[src/rtl/bmg_pkg.sv]
package bmg_pkg;
  // Strobes from control to datapath
  typedef struct packed {
    logic wrEn;    // store this symbol's pair
    logic dlyOk;   // the read entry holds a real symbol
  } bmg_strobe_t;
endpackage

[src/rtl/bmg_ctrl.sv]
module bmg_ctrl #(
  parameter int DEPTH  = 160,
  parameter int RD_LAG = 120,
  localparam int AW = (DEPTH > 1) ? $clog2(DEPTH) : 1,
  localparam int CW = $clog2(RD_LAG + 1)
) (
  input  logic clk,
  input  logic rst,
  input  logic inValid,
  output bmg_pkg::bmg_strobe_t strobe,
  output logic [AW-1:0] wrAddr,
  output logic [AW-1:0] rdAddr
);
  localparam logic [AW-1:0] LAST = AW'(DEPTH - 1);
  localparam logic [AW-1:0] LAGA = AW'(RD_LAG % DEPTH);
  localparam logic [AW-1:0] WRAPADJ = AW'((DEPTH - (RD_LAG % DEPTH)) % DEPTH);
  localparam logic [CW-1:0] FULL = CW'(RD_LAG);

  logic [AW-1:0] wrPtr;
  logic [CW-1:0] fillCnt;

  always_ff @(posedge clk) begin
    if (rst) begin
      wrPtr   <= '0;
      fillCnt <= '0;
    end else if (inValid) begin
      wrPtr <= (wrPtr == LAST) ? '0 : wrPtr + 1'b1;
      if (fillCnt != FULL) fillCnt <= fillCnt + 1'b1;
    end
  end

  always_comb begin
    if (wrPtr >= LAGA) rdAddr = wrPtr - LAGA;
    else               rdAddr = wrPtr + WRAPADJ;
  end

  assign wrAddr       = wrPtr;
  assign strobe.wrEn  = inValid;
  assign strobe.dlyOk = inValid && (fillCnt == FULL);


  ptr_range_chk: assert property (@(posedge clk) disable iff (rst)
    int'(wrPtr) < DEPTH);

  ptr_step_chk: assert property (@(posedge clk) disable iff (rst)
    $past(inValid) && !$past(rst) |->
      int'(wrPtr) == (int'($past(wrPtr)) + 1) % DEPTH);

  idle_hold_chk: assert property (@(posedge clk) disable iff (rst)
    !$past(inValid) && !$past(rst) |-> $stable(wrPtr) && $stable(fillCnt));

  reset_clear_chk: assert property (@(posedge clk)
    $past(rst) |-> wrPtr == '0 && fillCnt == '0);
endmodule

[src/rtl/bmg_datapath.sv]
module bmg_datapath #(
  parameter int IN_W  = 10,
  parameter int BM_W  = 10,
  parameter int DEPTH = 160,
  localparam int AW = (DEPTH > 1) ? $clog2(DEPTH) : 1,
  localparam int SW = IN_W + 2
) (
  input  logic clk,
  input  logic rst,
  input  bmg_pkg::bmg_strobe_t strobe,
  input  logic [AW-1:0] wrAddr,
  input  logic [AW-1:0] rdAddr,
  input  logic signed [IN_W-1:0] aprIn,
  input  logic signed [IN_W-1:0] sysIn,
  input  logic signed [IN_W-1:0] parIn,
  output logic curValid,
  output logic signed [BM_W-1:0] curPP,
  output logic signed [BM_W-1:0] curPM,
  output logic signed [BM_W-1:0] curMP,
  output logic signed [BM_W-1:0] curMM,
  output logic dlyValid,
  output logic signed [BM_W-1:0] dlyPP,
  output logic signed [BM_W-1:0] dlyPM,
  output logic signed [BM_W-1:0] dlyMP,
  output logic signed [BM_W-1:0] dlyMM
);
  localparam int LIM = 2 ** (BM_W - 1) - 1;
  localparam logic signed [SW-1:0] POS_LIM = SW'(LIM);
  localparam logic signed [SW-1:0] NEG_LIM = -SW'(LIM);

  logic signed [SW-1:0] sumA, thetaA, thetaB, rawP, rawM;
  logic signed [BM_W-1:0] satP, satM;
  logic [2*BM_W-1:0] metricMem [DEPTH];
  logic [2*BM_W-1:0] rdWord;

  function automatic logic signed [BM_W-1:0] clampBm(input logic signed [SW-1:0] v);
    if (v > POS_LIM)      return BM_W'(POS_LIM);
    else if (v < NEG_LIM) return BM_W'(NEG_LIM);
    else                  return v[BM_W-1:0];
  endfunction

  always_comb begin
    sumA   = SW'(aprIn) + SW'(sysIn);
    thetaA = sumA >>> 1;
    thetaB = SW'(parIn) >>> 1;
    rawP   = thetaA + thetaB;
    rawM   = thetaA - thetaB;
    satP   = clampBm(rawP);
    satM   = clampBm(rawM);
  end

  always_ff @(posedge clk) begin
    if (strobe.wrEn) metricMem[wrAddr] <= {satP, satM};
  end

  assign rdWord = metricMem[rdAddr];

  always_ff @(posedge clk) begin
    if (strobe.wrEn) begin
      curPP <= satP;
      curPM <= satM;
      curMP <= -satM;
      curMM <= -satP;
      dlyPP <= rdWord[2*BM_W-1:BM_W];
      dlyPM <= rdWord[BM_W-1:0];
      dlyMP <= -rdWord[BM_W-1:0];
      dlyMM <= -rdWord[2*BM_W-1:BM_W];
    end
  end

  always_ff @(posedge clk) begin
    if (rst) begin
      curValid <= 1'b0;
      dlyValid <= 1'b0;
    end else begin
      curValid <= strobe.wrEn;
      dlyValid <= strobe.dlyOk;
    end
  end


  no_overflow_chk: assert property (@(posedge clk) disable iff (rst)
    curValid |-> int'(curPP) <= LIM && int'(curPP) >= -LIM &&
                 int'(curPM) <= LIM && int'(curPM) >= -LIM);

  mirror_chk: assert property (@(posedge clk) disable iff (rst)
    curValid |-> int'(curMM) == -int'(curPP) && int'(curMP) == -int'(curPM));

  hold_chk: assert property (@(posedge clk) disable iff (rst)
    !$past(strobe.wrEn) |-> $stable(curPP) && $stable(curPM));

  dly_sub_chk: assert property (@(posedge clk) disable iff (rst)
    dlyValid |-> curValid);
endmodule

[src/rtl/bm_gen_top.sv]
module bm_gen_top #(
  parameter int IN_W   = 10,
  parameter int BM_W   = 10,
  parameter int WIN_L  = 40,
  parameter int RD_LAG = 3 * WIN_L,
  localparam int DEPTH = 4 * WIN_L,
  localparam int AW = (DEPTH > 1) ? $clog2(DEPTH) : 1
) (
  input  logic clk,
  input  logic rst,
  input  logic in_valid,
  input  logic signed [IN_W-1:0] apriori_in,
  input  logic signed [IN_W-1:0] sys_in,
  input  logic signed [IN_W-1:0] par_in,
  output logic cur_valid,
  output logic signed [BM_W-1:0] cur_pp,
  output logic signed [BM_W-1:0] cur_pm,
  output logic signed [BM_W-1:0] cur_mp,
  output logic signed [BM_W-1:0] cur_mm,
  output logic dly_valid,
  output logic signed [BM_W-1:0] dly_pp,
  output logic signed [BM_W-1:0] dly_pm,
  output logic signed [BM_W-1:0] dly_mp,
  output logic signed [BM_W-1:0] dly_mm
);
  bmg_pkg::bmg_strobe_t strobe;
  logic [AW-1:0] wrAddr, rdAddr;

  bmg_ctrl #(.DEPTH(DEPTH), .RD_LAG(RD_LAG)) u_ctrl (
    .clk(clk), .rst(rst), .inValid(in_valid),
    .strobe(strobe), .wrAddr(wrAddr), .rdAddr(rdAddr));

  bmg_datapath #(.IN_W(IN_W), .BM_W(BM_W), .DEPTH(DEPTH)) u_dp (
    .clk(clk), .rst(rst), .strobe(strobe), .wrAddr(wrAddr), .rdAddr(rdAddr),
    .aprIn(apriori_in), .sysIn(sys_in), .parIn(par_in),
    .curValid(cur_valid), .curPP(cur_pp), .curPM(cur_pm),
    .curMP(cur_mp), .curMM(cur_mm),
    .dlyValid(dly_valid), .dlyPP(dly_pp), .dlyPM(dly_pm),
    .dlyMP(dly_mp), .dlyMM(dly_mm));

  initial begin
    lag_range_chk: assert (RD_LAG >= 1 && RD_LAG <= DEPTH);
  end


  valid_follow_chk: assert property (@(posedge clk) disable iff (rst)
    !$past(rst) |-> cur_valid == $past(in_valid));
endmodule

[config.mk]
export PLATFORM = sky130hd
export DESIGN_NAME = bm_gen_top
export DESIGN_NICKNAME = d
export VERILOG_FILES = /design/src/rtl/bmg_pkg.sv /design/src/rtl/bmg_ctrl.sv /design/src/rtl/bmg_datapath.sv /design/src/rtl/bm_gen_top.sv
export SDC_FILE = /design/constraint.sdc
export NUM_CORES = 2
export LEC_CHECK = 0
export BUFFER_PORTS_ARGS = -buffer_cell sky130_fd_sc_hd__clkbuf_2
export CAP_MARGIN = 20
export CORE_MARGIN = 2
export CORE_UTILIZATION = 35
export CTS_CLUSTER_SIZE = 24
export DETAILED_ROUTE_END_ITERATION = 10
export PLACE_DENSITY = 0.59
export RECOVER_POWER = 100
export SYNTH_ARGS = -nofsm -noshare
export SYNTH_HDL_FRONTEND = slang
export SYNTH_SLANG_ARGS = --single-unit
[constraint.sdc]
create_clock -name clk -period 13 [get_ports clk]
set_input_delay 1.3 -clock clk [delete_from_list [all_inputs] [get_ports clk]]
set_output_delay 1.3 -clock clk [all_outputs]
set_load 0.1 [all_outputs]
==> reports/qor.yml <==
status:
  violations: "max-capacitance violations, max-slew violations"
  status: "finished with violations"
worst_setup_path:
  crit_path_start_kind: "flip-flop"
  worstPathRequired_ns: 13.29
  r2r_slack_ns: 3.45
  reg2reg_to: "u_dp.metricMem[32][6]$_DFFE_PP_"
  endpoint_kind: "flip-flop"
  crit_fanout: 37
  r2r_cells: 7
  r2r_start: "u_ctrl.wrAddr[0]$_SDFFE_PP0P_"
  worstSetupPathType: "reg -> reg"
  cp.arrival_ns: 9.84
sta:
  max_slew_margin: -1.81
  period_share: 0.735
  fin_skew_ns: 0.0973
  slew_violations: 5204
  tns_ns: 0
  finalWorstSetupSlack_ns: 3.45
  grt_setup_unrepaired: "false"
  setup_violations: 0
  worst_slew_pin_slew_ns: 4.22
  max_clock_freq_mhz: 105
  min_period_ns: 9.55
  hold_viol: 0
route:
  drt_iter0_drc: 8243
  drc_errors: 0
  wire_per_inst_um: 31.7
  via_count: 63162
  met3WireLength_um: 29900
  finalWirelength_um: 357000
  top_layer_used: "met5"
  drtPass1Iterations: 5
  wl_met1_um: 140000
  viasPerCell: 5.61
  wl_met2_um: 171000
  drtAntennaViolNets: 0
hold_path:
  holdCritPathClass: "reg -> reg"
  holdPathStages: 2
  min_to: "u_ctrl.fillCnt[1]$_SDFFE_PP0P_"
  hp-start: "u_ctrl.fillCnt[1]$_SDFFE_PP0P_"
clock_tree:
  post_cts_resized: 0
  htree_num_levels: 5
  max-clock-path-buffers: 4
  cts.sinks: 3293
  numCtsBuffers: 334
  cts_tree: "done"
  clk_latency_ns: 0.96
  cts_hold_buf: 0
  clk_pin_slew_ns: 0.06
  postCtsSetupBuffers: 0
  cts-root-buf: "clkbuf_16"
synthesis:
  synthArstFlopShare: 0
  syn_avg_cell_area_um2: 22.3
  synth_area_leader_cell: "edfxtp_1"
  syn_inst: 5748
  ys_seq_area_frac: 0.769
  ys_warn_count: 0
  ys_seq_elements: 3293
  synth_edf_count: 3276
  netlist_top_cells_count: "3276 x edfxtp_1, 844 x mux4_2, 225 x nor2_1"
  synth_cell_types: 85
  netlist_top_cells_area: "edfxtp_1 77%, mux4_2 15%, mux2i_1 0.92%, nor2_1 0.66%, a22oi_1 0.42%"
  ys.flop_type: "edfxtp_1"
  synth_nets: 5824
  yosysTopAreaCellShare: 0.767
  netlist_area_um2: 128000
  synth_most_common_cell: "edfxtp_1"
power:
  finalPower_mw: 27.0
  p_leak_nw: 44.5
  ir_drop_v: 0.000239
  power_density_nw_per_um2: 186
die:
  die_area_um2: 372000
  die_w_um: 610
  core_um2: 365000
  io_pins: 115
  rows: 222
  start_util: 0.351
  die_y_um: 610
layout:
  drive_gt1_frac: 0.254
  final_util: 0.399
  area_growth_pct: 13.4
  final_area_um2: 146000
  nets: 6243
place:
  dp_hpwl_um: 203000
  placed_cell_area_um2: 136000
  numPortBuffers: 113
  place.gp.congestion: 0.868
  post-place-ws_ns: 4.94
grt:
  grt_pass1_vias: 62859
  grt_overflow: 0
  grt_first_pass_wirelength_um: 494000
  antenna_found_initial: 18
  grt_max_degree: 163
  grt_use_total: 0.188
flow_run:
  cap_viol_max_count: 200
cells by family (layout without fill, tap and decap cells):
family          Yosys count  in the layout  share of synthesized area
compound gates          426            426                     0.0232
fa+ha+maj                52             52                    0.00507
other cells               0              6                          0
simple gates            561            561                     0.0209
mux                     997            997                      0.162
flops                  3293           3293                      0.769
xor+xnor                 57             57                    0.00389
buf+inv                 362           1051                     0.0159
stage by stage:
step | hold slack, ns | std cells
finish | 0.493 | 11259
global route | 0.517 | 11257
CTS | 0.491 | 11246
detailed placement | 0.484 | 10640
global placement | 0.466 | 10638
floorplan | 0.447 | 5748
state kept, by name, summed over array words and instances (netlist names):
| register | count |
|---|---|
| u_dp.curPM | 9 |
| u_dp.curMM | 10 |
| u_dp.curMP | 10 |
| u_dp.curValid | 1 |
| u_dp.dlyPM | 9 |
| u_dp.dlyPP | 9 |
| u_dp.dlyValid | 1 |
| u_dp.dlyMP | 10 |
| u_dp.curPP | 9 |
| u_ctrl.fillCnt | 7 |
| u_dp.metricMem | 3200 |
| u_ctrl.wrAddr | 8 |
| u_dp.dlyMM | 10 |
area by class of cell:
cell class                      count  area [um2]
Tap cell                         4816        6030
Timing Repair Buffer              396        2140
Fill cell                       32083      220000
Antenna cell                        6        15.0
Inverter                           49         201
Clock inverter                    203        1780
Multi-Input combinational cell   2093       28000
Clock buffer                      403        8740
Sequential cell                  3293       98700
where the power goes:
group	leakage (nW)	internal (mW)	switching, mW
Sequential	30.5	13.8	0.0390
Clock	5.16	5.28	4.06
Combinational	8.92	0.734	3.16
Total	44.5	19.8	7.27
how the worst max path moves through the flow:
stage                             startpoint                              end  slack, ns
2_1_floorplan                  apriori_in[1]          u_dp.curPM[5]$_DFFE_PP_       0.13
3_3_place_gp                   apriori_in[1]          u_dp.curMM[6]$_DFFE_PP_       4.91
3_5_place_dp                   apriori_in[1]          u_dp.curMM[6]$_DFFE_PP_       4.94
4_1_cts                        apriori_in[1]          u_dp.curMM[6]$_DFFE_PP_       5.90
5_1_grt        u_ctrl.wrAddr[0]$_SDFFE_PP0P_          u_dp.dlyMP[9]$_DFFE_PP_       2.86
6_report       u_ctrl.wrAddr[0]$_SDFFE_PP0P_  u_dp.metricMem[32][6]$_DFFE_PP_       3.45
placed cells by master (no fill, tap or decap), drive strengths merged, types with 25 or more instances in the layout:
cell,Yosys,routed
edfxtp,3276,3276
mux4,857,857
clkbuf,96,689
nor2,225,225
clkinv,1,151
mux2i,118,118
nand2,116,116
buf,217,110
a22oi,72,72
inv,48,71
o21ai,59,59
a21oi,59,59
o22ai,56,56
nand3,47,47
xnor2,40,40
ha,40,40
and3,28,28
a211oi,25,25
worst max-delay path: stages (launching register included):
cell and delay (ns):
dfxtp_4 0.74, buf_4 0.64, clkbuf_1 2.34, inv_1 1.33
clkbuf_1 0.75, ha_1 0.58, nand3_1 1.23, nor2_1 1.26
metal layers:
| layer | vias up | GRT usage |
|---|---|---|
| met5 | - | 0 |
| met4 | 4 | 0.0743 |
| met3 | 590 | 0.0348 |
| met2 | 2887 | 0.304 |
| met1 | 34423 | 0.252 |
| li1 | 25258 | - |
Power figures use the tool's default switching activity.
